File: config.mk
export PLATFORM = sky130hd
export DESIGN_NAME = lcd_line_timer
export DESIGN_NICKNAME = d
export VERILOG_FILES = /design/src/rtl/lcd_tim_pkg.sv /design/src/rtl/lcd_slot_shift.sv /design/src/rtl/lcd_line_seq.sv /design/src/rtl/lcd_ac_gen.sv /design/src/rtl/lcd_line_timer.sv
export SDC_FILE = /design/constraint.sdc
export NUM_CORES = 1
export LEC_CHECK = 0
export CORE_UTILIZATION = 43
export CTS_BUF_LIST = sky130_fd_sc_hd__clkbuf_8
export DETAILED_ROUTE_END_ITERATION = 10
export PLACE_DENSITY = 0.65
export SLEW_MARGIN = 20
export SYNTH_ARGS = -nofsm -noshare
export SYNTH_HDL_FRONTEND = slang
export SYNTH_SLANG_ARGS = --single-unit
File: constraint.sdc
create_clock -name clk -period 3.4 [get_ports clk]
set_input_delay 1.02 -clock clk [delete_from_list [all_inputs] [get_ports clk]]
set_output_delay 1.02 -clock clk [all_outputs]
set_load 0.1 [all_outputs]
File: src/rtl/lcd_tim_pkg.sv
package lcd_tim_pkg;
  timeunit 1ns;
  timeprecision 100ps;

  typedef enum logic {SEQ_SHIFT = 1'b0, SEQ_LATCH = 1'b1} seq_state_e;

  // transfers produced by one fetched beat
  function automatic logic [1:0] slots_per_beat(input logic dual, input logic wide);
    return (wide && !dual) ? 2'd1 : 2'd2;
  endfunction

  // bus value for one transfer; sub selects the low nibble half of the beat
  function automatic logic [7:0] slot_bus(input logic [7:0] up, input logic [7:0] lo,
                                          input logic dual, input logic wide, input logic sub);
    logic [3:0] un;
    logic [3:0] ln;
    un = sub ? up[3:0] : up[7:4];
    ln = sub ? lo[3:0] : lo[7:4];
    if (dual) return {ln, un};
    else if (wide) return up;
    else return {4'h0, un};
  endfunction

  // a programmed count of zero behaves as one
  function automatic logic [15:0] at_least_one(input logic [15:0] v);
    return (v == 16'd0) ? 16'd1 : v;
  endfunction
endpackage

File: src/rtl/lcd_slot_shift.sv
module lcd_slot_shift
  import lcd_tim_pkg::*;
(
  input  logic       clk,
  input  logic       rst_n,
  input  logic       cfg_dual,
  input  logic       cfg_wide,
  input  logic       shift_en,
  input  logic       more_slots,
  input  logic       in_valid,
  output logic       in_ready,
  input  logic [7:0] in_up,
  input  logic [7:0] in_lo,
  output logic       slot_load,
  output logic       busy,
  output logic       cp,
  output logic [7:0] vd
);
  timeunit 1ns;
  timeprecision 100ps;

  logic       have_q, sub_q, pend_q, cp_q;
  logic [7:0] up_q, lo_q, vd_q;
  logic       accept, last_sub;

  assign in_ready  = !have_q;
  assign accept    = in_valid && !have_q;
  assign last_sub  = (slots_per_beat(cfg_dual, cfg_wide) == 2'd1) || sub_q;
  assign slot_load = shift_en && more_slots && have_q && !pend_q;
  assign busy      = pend_q || cp_q;
  assign cp        = cp_q;
  assign vd        = vd_q;

  always_ff @(posedge clk or negedge rst_n) begin
    if (!rst_n) begin
      have_q <= 1'b0;
      sub_q  <= 1'b0;
      pend_q <= 1'b0;
      cp_q   <= 1'b0;
      up_q   <= 8'h00;
      lo_q   <= 8'h00;
      vd_q   <= 8'h00;
    end else begin
      if (accept) begin
        have_q <= 1'b1;
        up_q   <= in_up;
        lo_q   <= in_lo;
        sub_q  <= 1'b0;
      end else if (slot_load) begin
        vd_q <= slot_bus(up_q, lo_q, cfg_dual, cfg_wide, sub_q);
        if (last_sub) have_q <= 1'b0;
        else          sub_q  <= 1'b1;
      end
      // two-clock transfer: data set with CP low, then CP high for one clock
      if (cp_q) begin
        cp_q <= 1'b0;
      end else if (pend_q) begin
        cp_q   <= 1'b1;
        pend_q <= 1'b0;
      end
      if (slot_load) pend_q <= 1'b1;
    end
  end

  AST_CP_SINGLE_CLOCK: assert property (@(posedge clk) disable iff (!rst_n) cp_q |=> !cp_q);
  AST_VD_SETUP_AT_CP: assert property (@(posedge clk) disable iff (!rst_n) $rose(cp_q) |-> $stable(vd_q));
  AST_NARROW_HIGH_ZERO: assert property (@(posedge clk) disable iff (!rst_n) (cp_q && !cfg_dual && !cfg_wide) |-> (vd_q[7:4] == 4'h0));
  AST_EMPTY_HOLDS_CP: assert property (@(posedge clk) disable iff (!rst_n) (!have_q && !pend_q && !cp_q) |=> !cp_q);
endmodule

File: src/rtl/lcd_line_seq.sv
module lcd_line_seq
  import lcd_tim_pkg::*;
#(
  parameter int BEATS   = 40,
  parameter int V_LINES = 240,
  parameter int SLOT_W  = 7,
  parameter int LINE_W  = 8,
  parameter int LPW_W   = 8
) (
  input  logic             clk,
  input  logic             rst_n,
  input  logic             cfg_dual,
  input  logic             cfg_wide,
  input  logic [LPW_W-1:0] cfg_lpw,
  input  logic             slot_load,
  input  logic             busy,
  output logic             shift_en,
  output logic             more_slots,
  output logic             lp_core,
  output logic             flm_core,
  output logic             line_end,
  output logic             frame_end
);
  timeunit 1ns;
  timeprecision 100ps;

  seq_state_e        state_q;
  logic [SLOT_W-1:0] load_cnt_q;
  logic [LPW_W-1:0]  lp_cnt_q;
  logic [LINE_W-1:0] line_q;
  logic [SLOT_W-1:0] slots_line;
  logic [LINE_W-1:0] lines_frame;
  logic              line_sent;

  assign slots_line  = (slots_per_beat(cfg_dual, cfg_wide) == 2'd1) ?
                       SLOT_W'(BEATS) : SLOT_W'(2 * BEATS);
  assign lines_frame = cfg_dual ? LINE_W'(V_LINES / 2) : LINE_W'(V_LINES);

  assign shift_en   = (state_q == SEQ_SHIFT);
  assign more_slots = (load_cnt_q < slots_line);
  assign line_sent  = shift_en && !more_slots && !busy;
  assign lp_core    = (state_q == SEQ_LATCH);
  assign flm_core   = lp_core && (line_q == '0);
  assign line_end   = lp_core &&
                      (16'(lp_cnt_q) == at_least_one(16'(cfg_lpw)) - 16'd1);
  assign frame_end  = line_end && (line_q == lines_frame - LINE_W'(1));

  always_ff @(posedge clk or negedge rst_n) begin
    if (!rst_n) begin
      state_q    <= SEQ_SHIFT;
      load_cnt_q <= '0;
      lp_cnt_q   <= '0;
      line_q     <= '0;
    end else if (state_q == SEQ_SHIFT) begin
      if (slot_load) load_cnt_q <= load_cnt_q + SLOT_W'(1);
      if (line_sent) begin
        state_q  <= SEQ_LATCH;
        lp_cnt_q <= '0;
      end
    end else begin
      if (line_end) begin
        state_q    <= SEQ_SHIFT;
        load_cnt_q <= '0;
        line_q     <= frame_end ? '0 : line_q + LINE_W'(1);
      end else begin
        lp_cnt_q <= lp_cnt_q + LPW_W'(1);
      end
    end
  end

  AST_LINE_IN_FRAME: assert property (@(posedge clk) disable iff (!rst_n) line_q < lines_frame);
  AST_SLOTS_BOUNDED: assert property (@(posedge clk) disable iff (!rst_n) load_cnt_q <= slots_line);
  AST_LATCH_SHIFTER_IDLE: assert property (@(posedge clk) disable iff (!rst_n) lp_core |-> !busy);
endmodule

File: src/rtl/lcd_ac_gen.sv
module lcd_ac_gen
  import lcd_tim_pkg::*;
#(
  parameter int AC_W = 8
) (
  input  logic            clk,
  input  logic            rst_n,
  input  logic [AC_W-1:0] cfg_ac_lines,
  input  logic            cfg_ac_frame_rst,
  input  logic            line_end,
  input  logic            frame_end,
  output logic            m
);
  timeunit 1ns;
  timeprecision 100ps;

  logic [AC_W-1:0] ac_cnt_q;
  logic            m_q;
  logic            period_hit;

  assign period_hit = (16'(ac_cnt_q) + 16'd1) == at_least_one(16'(cfg_ac_lines));
  assign m = m_q;

  always_ff @(posedge clk or negedge rst_n) begin
    if (!rst_n) begin
      ac_cnt_q <= '0;
      m_q      <= 1'b0;
    end else if (line_end) begin
      if (period_hit) begin
        m_q      <= ~m_q;
        ac_cnt_q <= '0;
      end else if (frame_end && cfg_ac_frame_rst) begin
        ac_cnt_q <= '0;
      end else begin
        ac_cnt_q <= ac_cnt_q + AC_W'(1);
      end
    end
  end

  AST_M_ONLY_AT_LINE_END: assert property (@(posedge clk) disable iff (!rst_n) !line_end |=> $stable(m_q));
  AST_AC_COUNT_BOUND: assert property (@(posedge clk) disable iff (!rst_n) 16'(ac_cnt_q) < at_least_one(16'(cfg_ac_lines)));
  AST_FRAME_RESTART: assert property (@(posedge clk) disable iff (!rst_n) (frame_end && cfg_ac_frame_rst) |=> (ac_cnt_q == '0));
endmodule

File: src/rtl/lcd_line_timer.sv
module lcd_line_timer
  import lcd_tim_pkg::*;
#(
  parameter int H_PIX   = 320,
  parameter int V_LINES = 240,
  parameter int LPW_W   = 8,
  parameter int AC_W    = 8
) (
  input  logic             clk,
  input  logic             rst_n,
  input  logic             cfg_dual,
  input  logic             cfg_wide,
  input  logic [LPW_W-1:0] cfg_lpw,
  input  logic [AC_W-1:0]  cfg_ac_lines,
  input  logic             cfg_ac_frame_rst,
  input  logic             in_valid,
  output logic             in_ready,
  input  logic [7:0]       in_up,
  input  logic [7:0]       in_lo,
  output logic             lcd_cp,
  output logic [7:0]       lcd_vd,
  output logic             lcd_lp,
  output logic             lcd_flm,
  output logic             lcd_m
);
  timeunit 1ns;
  timeprecision 100ps;

  localparam int BEATS  = H_PIX / 8;
  localparam int SLOT_W = $clog2(2 * BEATS + 1);
  localparam int LINE_W = $clog2(V_LINES);

  logic shift_en, more_slots, slot_load, busy;
  logic lp_core, flm_core, line_end, frame_end;
  logic lp_q, flm_q;

  lcd_slot_shift u_shift (
    .clk(clk), .rst_n(rst_n), .cfg_dual(cfg_dual), .cfg_wide(cfg_wide),
    .shift_en(shift_en), .more_slots(more_slots),
    .in_valid(in_valid), .in_ready(in_ready), .in_up(in_up), .in_lo(in_lo),
    .slot_load(slot_load), .busy(busy), .cp(lcd_cp), .vd(lcd_vd)
  );

  lcd_line_seq #(
    .BEATS(BEATS), .V_LINES(V_LINES), .SLOT_W(SLOT_W), .LINE_W(LINE_W), .LPW_W(LPW_W)
  ) u_seq (
    .clk(clk), .rst_n(rst_n), .cfg_dual(cfg_dual), .cfg_wide(cfg_wide), .cfg_lpw(cfg_lpw),
    .slot_load(slot_load), .busy(busy), .shift_en(shift_en), .more_slots(more_slots),
    .lp_core(lp_core), .flm_core(flm_core), .line_end(line_end), .frame_end(frame_end)
  );

  lcd_ac_gen #(.AC_W(AC_W)) u_ac (
    .clk(clk), .rst_n(rst_n), .cfg_ac_lines(cfg_ac_lines),
    .cfg_ac_frame_rst(cfg_ac_frame_rst), .line_end(line_end), .frame_end(frame_end),
    .m(lcd_m)
  );

  // latch pulse and frame marker are retimed onto the falling clock edge
  always_ff @(negedge clk or negedge rst_n) begin
    if (!rst_n) begin
      lp_q  <= 1'b0;
      flm_q <= 1'b0;
    end else begin
      lp_q  <= lp_core;
      flm_q <= flm_core;
    end
  end

  assign lcd_lp  = lp_q;
  assign lcd_flm = flm_q;

  AST_CP_LOW_IN_LP: assert property (@(posedge clk) disable iff (!rst_n) (lp_core || lcd_lp) |-> !lcd_cp);
  AST_VD_FROZEN_IN_LP: assert property (@(posedge clk) disable iff (!rst_n) (lp_core && $past(lp_core)) |-> $stable(lcd_vd));
  AST_FLM_INSIDE_LP: assert property (@(posedge clk) disable iff (!rst_n) lcd_flm |-> lcd_lp);
endmodule

==> out/qor.csv, run 1 <==
stage,metric,value,unit
outcome,status,"complete, but fails checks",
outcome,violated_checks,setup timing,
sta,worst_case_setup_margin_in_the_final_layout,-0.268,ns
finish,finish.net_count,497,
clock_network,clock_path_buffers,2,
pwr,vdd.ir_drop.worst,644,uV
clock_network,cts_tree,built,
sta,timing.clock.skew,0.0114,ns
routing,routed_via_density,5.46,
global_routing,grt_remaining_overflow,0,
global_routing,grt.met1_usage,28.0,%
synth,synthesis.area,3610,sq um
pwr,pwr_density_cell,711,nW/um^2
placement,dp.final_hpwl,5940,um
synth,syn-num-nets,417,
placement,detailedPlace.worstSlack,-0.593,ns
global_routing,gr-usage-all-layers,20.3,%
sta,finalHoldViolCount,0,
floorplanning,coreArea,8180,sq um
clock_network,cts_inserted_buffers,9,
sta,timing.final.setup_violations,2,
synth,synth_area_leader,dfrtp_1,
global_routing,antenna_found_initial,0,
critical_path,cp_data_required_time,2.38,ns
critical_path,regToRegStartpoint,u_seq.line_q[0],
sta,timing.slew.headroom,52.4,%
run,drv.max_cap_violation_count,0,
placement,placed_area,4410,sq um
synth,syn_area_per_cell,9.80,sq um
synth,synthMostInstantiatedCell,dfrtp_1,
placement,place_inst,539,
routing,drc,0,
synth,yosys-top-cells-count,"61 x dfrtp_1, 29 x nor2_1, 23 x nand2_1, 23 x o21ai_0, 22 x mux2_2",
finish,area_delta_synth_final,30.0,%
critical_path,timing.critical_path.to_type,output port,
synth,yosysSeqAreaShare,43.6,%
finish,drive_gt1_share,24.7,%
routing,route.antenna.remaining_nets,0,
sta,final_hold_slack,0.467,ns
synth,netlist-cell-type-count,58,
hold_path,hold_class,register to register,
critical_path,worst-endpoint-arrival,2.65,ns
routing,detailedRoute.firstPassIterationCount,4,
critical_path,critical_path.slowest_cell,dfrtn_1,
synth,ys.flop_type,dfrtp_1,
critical_path,crit_path_max_cell_delay,0.44,ns
hold_path,holdPathStages,1,
sta,max_slew.worst_pin.slew,0.713,ns
global_routing,grt_start_max_net_pins,56,
finish,postLayoutCoreUtil,57.5,%
global_routing,number_of_global_route_vias_before_repair,2967,
sta,grt_setup_unrepaired,true,
synth,synth_top_area_share,42.2,%
critical_path,worstPathBufferInverterCount,1,
clock_network,clk_pin_slew_worst_paths,0.07,ns
synth,postSynthCellCount,369,
hold_path,timing.hold.worst_endpoint,u_ac.m,
critical_path,worst_path_dominant_cell_family,flip-flops,
synth,synth-seq-cells,63,
pwr,power,3.34,mW
synth,ys_async_sr_fraction,100,%
critical_path,timing.setup.critical_path_class,register to output port,
floorplanning,design.die.area,8780,sq um
floorplanning,die_y,93.7,um
synth,number_of_synthesized_flops_with_an_enable_pin,0,
critical_path,setup.reg_to_reg.worst_slack,0.66,ns
sta,tns,-0.524,ns
sta,timing_max_transition_violations_final,0,
clock_network,cts.sinks,63,
global_routing,grtUsageMet3,4.13,%
critical_path,crit_reg_reg_endpoint,lcd_flm,
global_routing,grtUsageMet2,31.6,%
clock_network,worst_skew_pair_latency,0.33,ns
hold_path,hold_path_startpoint,u_ac.m,
clock_network,cts_max_level,3,
floorplanning,floorplan.rows,33,
placement,gpl.final_weighted_congestion,0.824,
routing,drt_first_iter_violations,145,
global_routing,global_route.peak_usage_layer,met2,
synth,synthesis.yosys.warnings,0,
critical_path,ff2ff_path_depth,3,
finish,postLayoutCellArea,4700,sq um
clock_network,root_buffer,clkbuf_8,
critical_path,cp_cell_sequence,buf_12,
routing,post_drt_wl_per_cell,14.8,um
floorplanning,floorplan.initialDensity,44.2,%
floorplanning,io-pin-count,51,
routing,vias,3050,
finish,antenna-diode-count,0,
critical_path,start_kind,register,
synth,synth_area_leaders,"dfrtp_1 42%, mux2_2 6.9%, ha_1 3.5%, o21ai_0 3.2%, nor2_1 3.0%",
floorplanning,die_width,93.7,um
critical_path,critical_path_peak_fanout,1,
placement,portBuffers,50,
finish,final-instance-count-excl-fill,559,
pwr,power.static_leakage,2.06,nW
clock_network,hold_bufs_inserted_after_cts,0,
routing,drt-total-wl,8270,um
global_routing,wire_length_of_the_first_global_routing_pass,13800,um
==> logic make-up after synthesis <==
logic type,synth area share [%]
AOI/OAI and AO/OA,16.0
xor gates and xnor gates,4.85
adders and majority gates,3.46
buffers and inverters,3.84
DFF,43.6
muxes,8.52
and+or+nand+nor,19.7
==> layer usage <==
metal | wire length, um | vias up
met5 | 0 | -
li1 | - | 1503
met3 | 224 | 9
met4 | 119 | 0
met2 | 3970 | 49
met1 | 3960 | 1489
==> how the worst max path moves through the flow <==
stage / from / end / slack [ns] / depth (start not counted)
2_1_floorplan: lcd_flm / lcd_flm / -0.27 / 0
3_3_place_gp: cfg_lpw[4] / u_ac.ac_cnt_q[2] / -0.55 / 13
3_5_place_dp: cfg_lpw[4] / u_seq.lp_cnt_q[3] / -0.59 / 13
4_1_cts: lcd_lp / lcd_lp / -0.28 / 1
5_1_grt: lcd_lp / lcd_lp / -0.30 / 1
6_report: lcd_lp / lcd_lp / -0.27 / 1
==> cell usage in the layout, fill, tap and decap left out, drive strengths merged, types with 7 or more instances in the layout <==
cell / count
dfrtp: 61
buf: 53
nor2: 29
clkdlybuf4s50: 28
o21ai: 24
nand2: 23
mux2: 22
nand3: 18
a21oi: 17
inv: 13
clkbuf: 12
xnor2: 11
nor2b: 10
ha: 10
xor2: 9
o31ai: 7
nor3: 7
==> area by class of cell <==
class                           instances  area [sq um]
Timing Repair Buffer                   89           786
Clock buffer                           10           138
Inverter                               12          45.0
Sequential cell                        63          1580
Multi-Input combinational cell        274          1980
Tap cell                              105           131
Fill cell                             730          3480
Clock inverter                          6          37.5
==> power breakdown <==
group / switching [mW] / total (mW) / leakage [nW] / internal, mW
combinational: 0.907 / 1.49 / 1.21 / 0.580
sequential: 0.269 / 1.28 / 0.757 / 1.01
clock: 0.295 / 0.575 / 0.0895 / 0.280
==> flip-flops by register name, summed over array words and instances (netlist names) <==
register and cells:
u_shift.cp 1, u_seq.line_q 8, u_shift.sub_q 1, u_seq.lp_cnt_q 8, u_seq.load_cnt_q 7, u_shift.pend_q 1
u_shift.have_q 1, u_shift.vd 8, u_seq.lp_core 1, u_shift.up_q 8, u_ac.ac_cnt_q 8, u_shift.lo_q 8
u_ac.m 1, lcd_flm 1, lcd_lp 1
==> timing repair <==
item	CTS	global route
cloned	0	0
resized for setup	17	22
hold endpoints to repair	0	0
pin swaps	7	13
setup endpoints to repair	33	33
setup buffers	2	2
Note: power is estimated with default switching activity, not from simulation.
==> inputs of run 2 (changes only) <==
--- a/constraint.sdc
+++ b/constraint.sdc
@@ -3,2 +3,2 @@
 set_output_delay 1.02 -clock clk [all_outputs]
-set_load 0.1 [all_outputs]
+set_load 0.05 [all_outputs]
==> out/qor.csv, run 2 (synthesis gave the netlist of run 1 again) <==
stage,metric,value,unit,change
outcome,status,"complete, but fails checks",,
outcome,violated_checks,setup timing,,
global_routing,grt.met1_usage,27.7,%,-0.25 points
floorplanning,io-pin-count,51,,unchanged
finish,antenna-diode-count,0,,unchanged
floorplanning,design.die.area,8780,sq um,unchanged
routing,post_drt_wl_per_cell,15.1,um,+2.0%
clock_network,hold_bufs_inserted_after_cts,0,,unchanged
clock_network,cts.sinks,63,,unchanged
routing,detailedRoute.firstPassIterationCount,4,,unchanged
floorplanning,floorplan.initialDensity,44.2,%,unchanged
clock_network,cts_inserted_buffers,9,,unchanged
pwr,vdd.ir_drop.worst,476,uV,-26%
finish,most_frequent_cells_in_the_layout,"61 x dfrtp_1, 40 x buf_4, 39 x clkdlybuf4s50_1, 29 x nor2_1",,
global_routing,grtUsageMet3,3.96,%,-0.16 points
pwr,power.static_leakage,2.07,nW,+0.65%
sta,grt_setup_unrepaired,true,,
clock_network,cts_max_level,3,,unchanged
sta,max_slew.worst_pin.slew,0.706,ns,-0.00769 ns
finish,drive_gt1_share,22.8,%,-1.9 points
finish,postLayoutCoreUtil,58.6,%,+1.2 points
pwr,power.share.clock,20.1,%,+2.9 points
critical_path,critical_path_peak_fanout,1,,unchanged
routing,routed_via_density,5.49,,+0.61%
critical_path,timing.setup.critical_path_class,register to output port,,
sta,timing.slew.headroom,53.0,%,+0.51 points
global_routing,antenna_found_initial,0,,unchanged
global_routing,grt_remaining_overflow,0,,unchanged
global_routing,gr-usage-all-layers,20.3,%,+0.056 points
sta,finalHoldViolCount,0,,unchanged
sta,tns,-0.428,ns,+0.0956 ns
placement,portBuffers,50,,unchanged
clock_network,clock_path_buffers,2,,unchanged
pwr,p_switching,1.23,mW,-17%
floorplanning,floorplan.rows,33,,unchanged
critical_path,cp_cell_sequence,buf_12,,
sta,timing.final.setup_violations,2,,unchanged
clock_network,clk_pin_slew_worst_paths,0.07,ns,about the same
floorplanning,die_width,93.7,um,unchanged
critical_path,crit_path_max_cell_delay,0.43,ns,about the same
pwr,pwr_density_cell,669,nW/um^2,-5.9%
routing,drc,0,,unchanged
clock_network,cts_tree,built,,
clock_network,worst_skew_pair_latency,0.33,ns,about the same
sta,timing.clock.skew,0.0104,ns,-0.000941 ns
placement,detailedPlace.worstSlack,-0.618,ns,-0.0252 ns
critical_path,cp_data_required_time,2.38,ns,about the same
pwr,cell_internal_pwr,1.98,mW,+5.8%
finish,layout.cells.most_common,dfrtp_1,,
finish,finish.net_count,500,,+0.60%
clock_network,root_buffer,clkbuf_8,,
sta,worst_case_setup_margin_in_the_final_layout,-0.215,ns,+0.0530 ns
critical_path,timing.critical_path.to_type,output port,,
critical_path,worst-endpoint-arrival,2.60,ns,-0.05 ns
routing,vias,3085,,+1.1%
routing,route.antenna.remaining_nets,0,,unchanged
pwr,p_comb_share,40.7,%,-3.8 points
hold_path,hold_class,register to register,,
global_routing,number_of_global_route_vias_before_repair,2993,,+0.88%
placement,dp.final_hpwl,6090,um,+2.6%
critical_path,critical_path.slowest_cell,dfrtn_1,,
pwr,power.share.switching,38.3,%,-5.7 points
global_routing,global_route.peak_usage_layer,met2,,
routing,drt-total-wl,8490,um,+2.6%
sta,timing_max_transition_violations_final,0,,unchanged
global_routing,wire_length_of_the_first_global_routing_pass,13900,um,+0.95%
routing,drt_first_iter_violations,145,,unchanged
pwr,pwr-share-seq,39.2,%,+0.9 points
critical_path,worst_path_dominant_cell_family,flip-flops,,
critical_path,worstPathBufferInverterCount,1,,unchanged
floorplanning,coreArea,8180,sq um,unchanged
placement,gpl.final_weighted_congestion,0.839,,+1.8%
global_routing,grt_start_max_net_pins,56,,unchanged
floorplanning,die_y,93.7,um,unchanged
run,drv.max_cap_violation_count,0,,unchanged
finish,area_delta_synth_final,32.6,%,
global_routing,grtUsageMet2,32.4,%,+0.79 points
critical_path,start_kind,register,,
-- run 2: per-layer routing --
layer,up-vias,wire [um]
met5,-,0
met4,0,95
met3,9,257
met2,54,4080
met1,1504,4050
li1,1518,-
-- run 2: final timing paths --
path | from | end | slack [ns] | depth (start not counted)
setup reg to reg | u_seq.line_q[0] | lcd_flm | 0.67 | 3
max in group asynchronous | rst_n | lcd_lp | 1.06 | 1
hold reg to reg | u_ac.m | u_ac.m | 0.47 | 1
min in group asynchronous | rst_n | u_seq.load_cnt_q[5] | 0.53 | 1
setup / recovery | lcd_lp | lcd_lp | -0.22 | 1
hold / removal | u_ac.m | u_ac.m | 0.47 | 1
-- run 2: final cells by class --
cell class,count,area [sq um]
Multi-Input combinational cell,274,2010
Clock buffer,10,138
Sequential cell,63,1580
Fill cell,727,3380
Clock inverter,6,61.3
Timing Repair Buffer,92,830
Tap cell,105,131
Inverter,12,45.0
-- run 2: power by group through the flow --
stage | Combinational [mW] | Clock (mW) | Sequential (mW)
2_1_floorplan | 0.690 | 0 | 1.37
4_1_cts | 1.28 | 0.661 | 1.26
5_1_grt | 1.42 | 0.702 | 1.30
3_3_place_gp | 1.25 | 0 | 1.26
6_report | 1.31 | 0.644 | 1.26
3_5_place_dp | 1.27 | 0 | 1.27
-- run 2: what timing repair did --
action	CTS	global route
buffers inserted	3	2
pin swaps	7	10
gates resized for setup	16	25
setup endpoints to repair	31	25
cloned	0	1
-- run 2: through the flow --
stage	cells	hold slack (ns)	power [mW]	instance area (sq um)
after CTS	559	0.475	3.20	4690
after detailed placement	540	0.460	2.54	4440
final	562	0.474	3.21	4790
after global placement	540	0.457	2.50	4440
after floorplan	369	0.475	2.06	3620
after global routing	562	0.512	3.42	4790
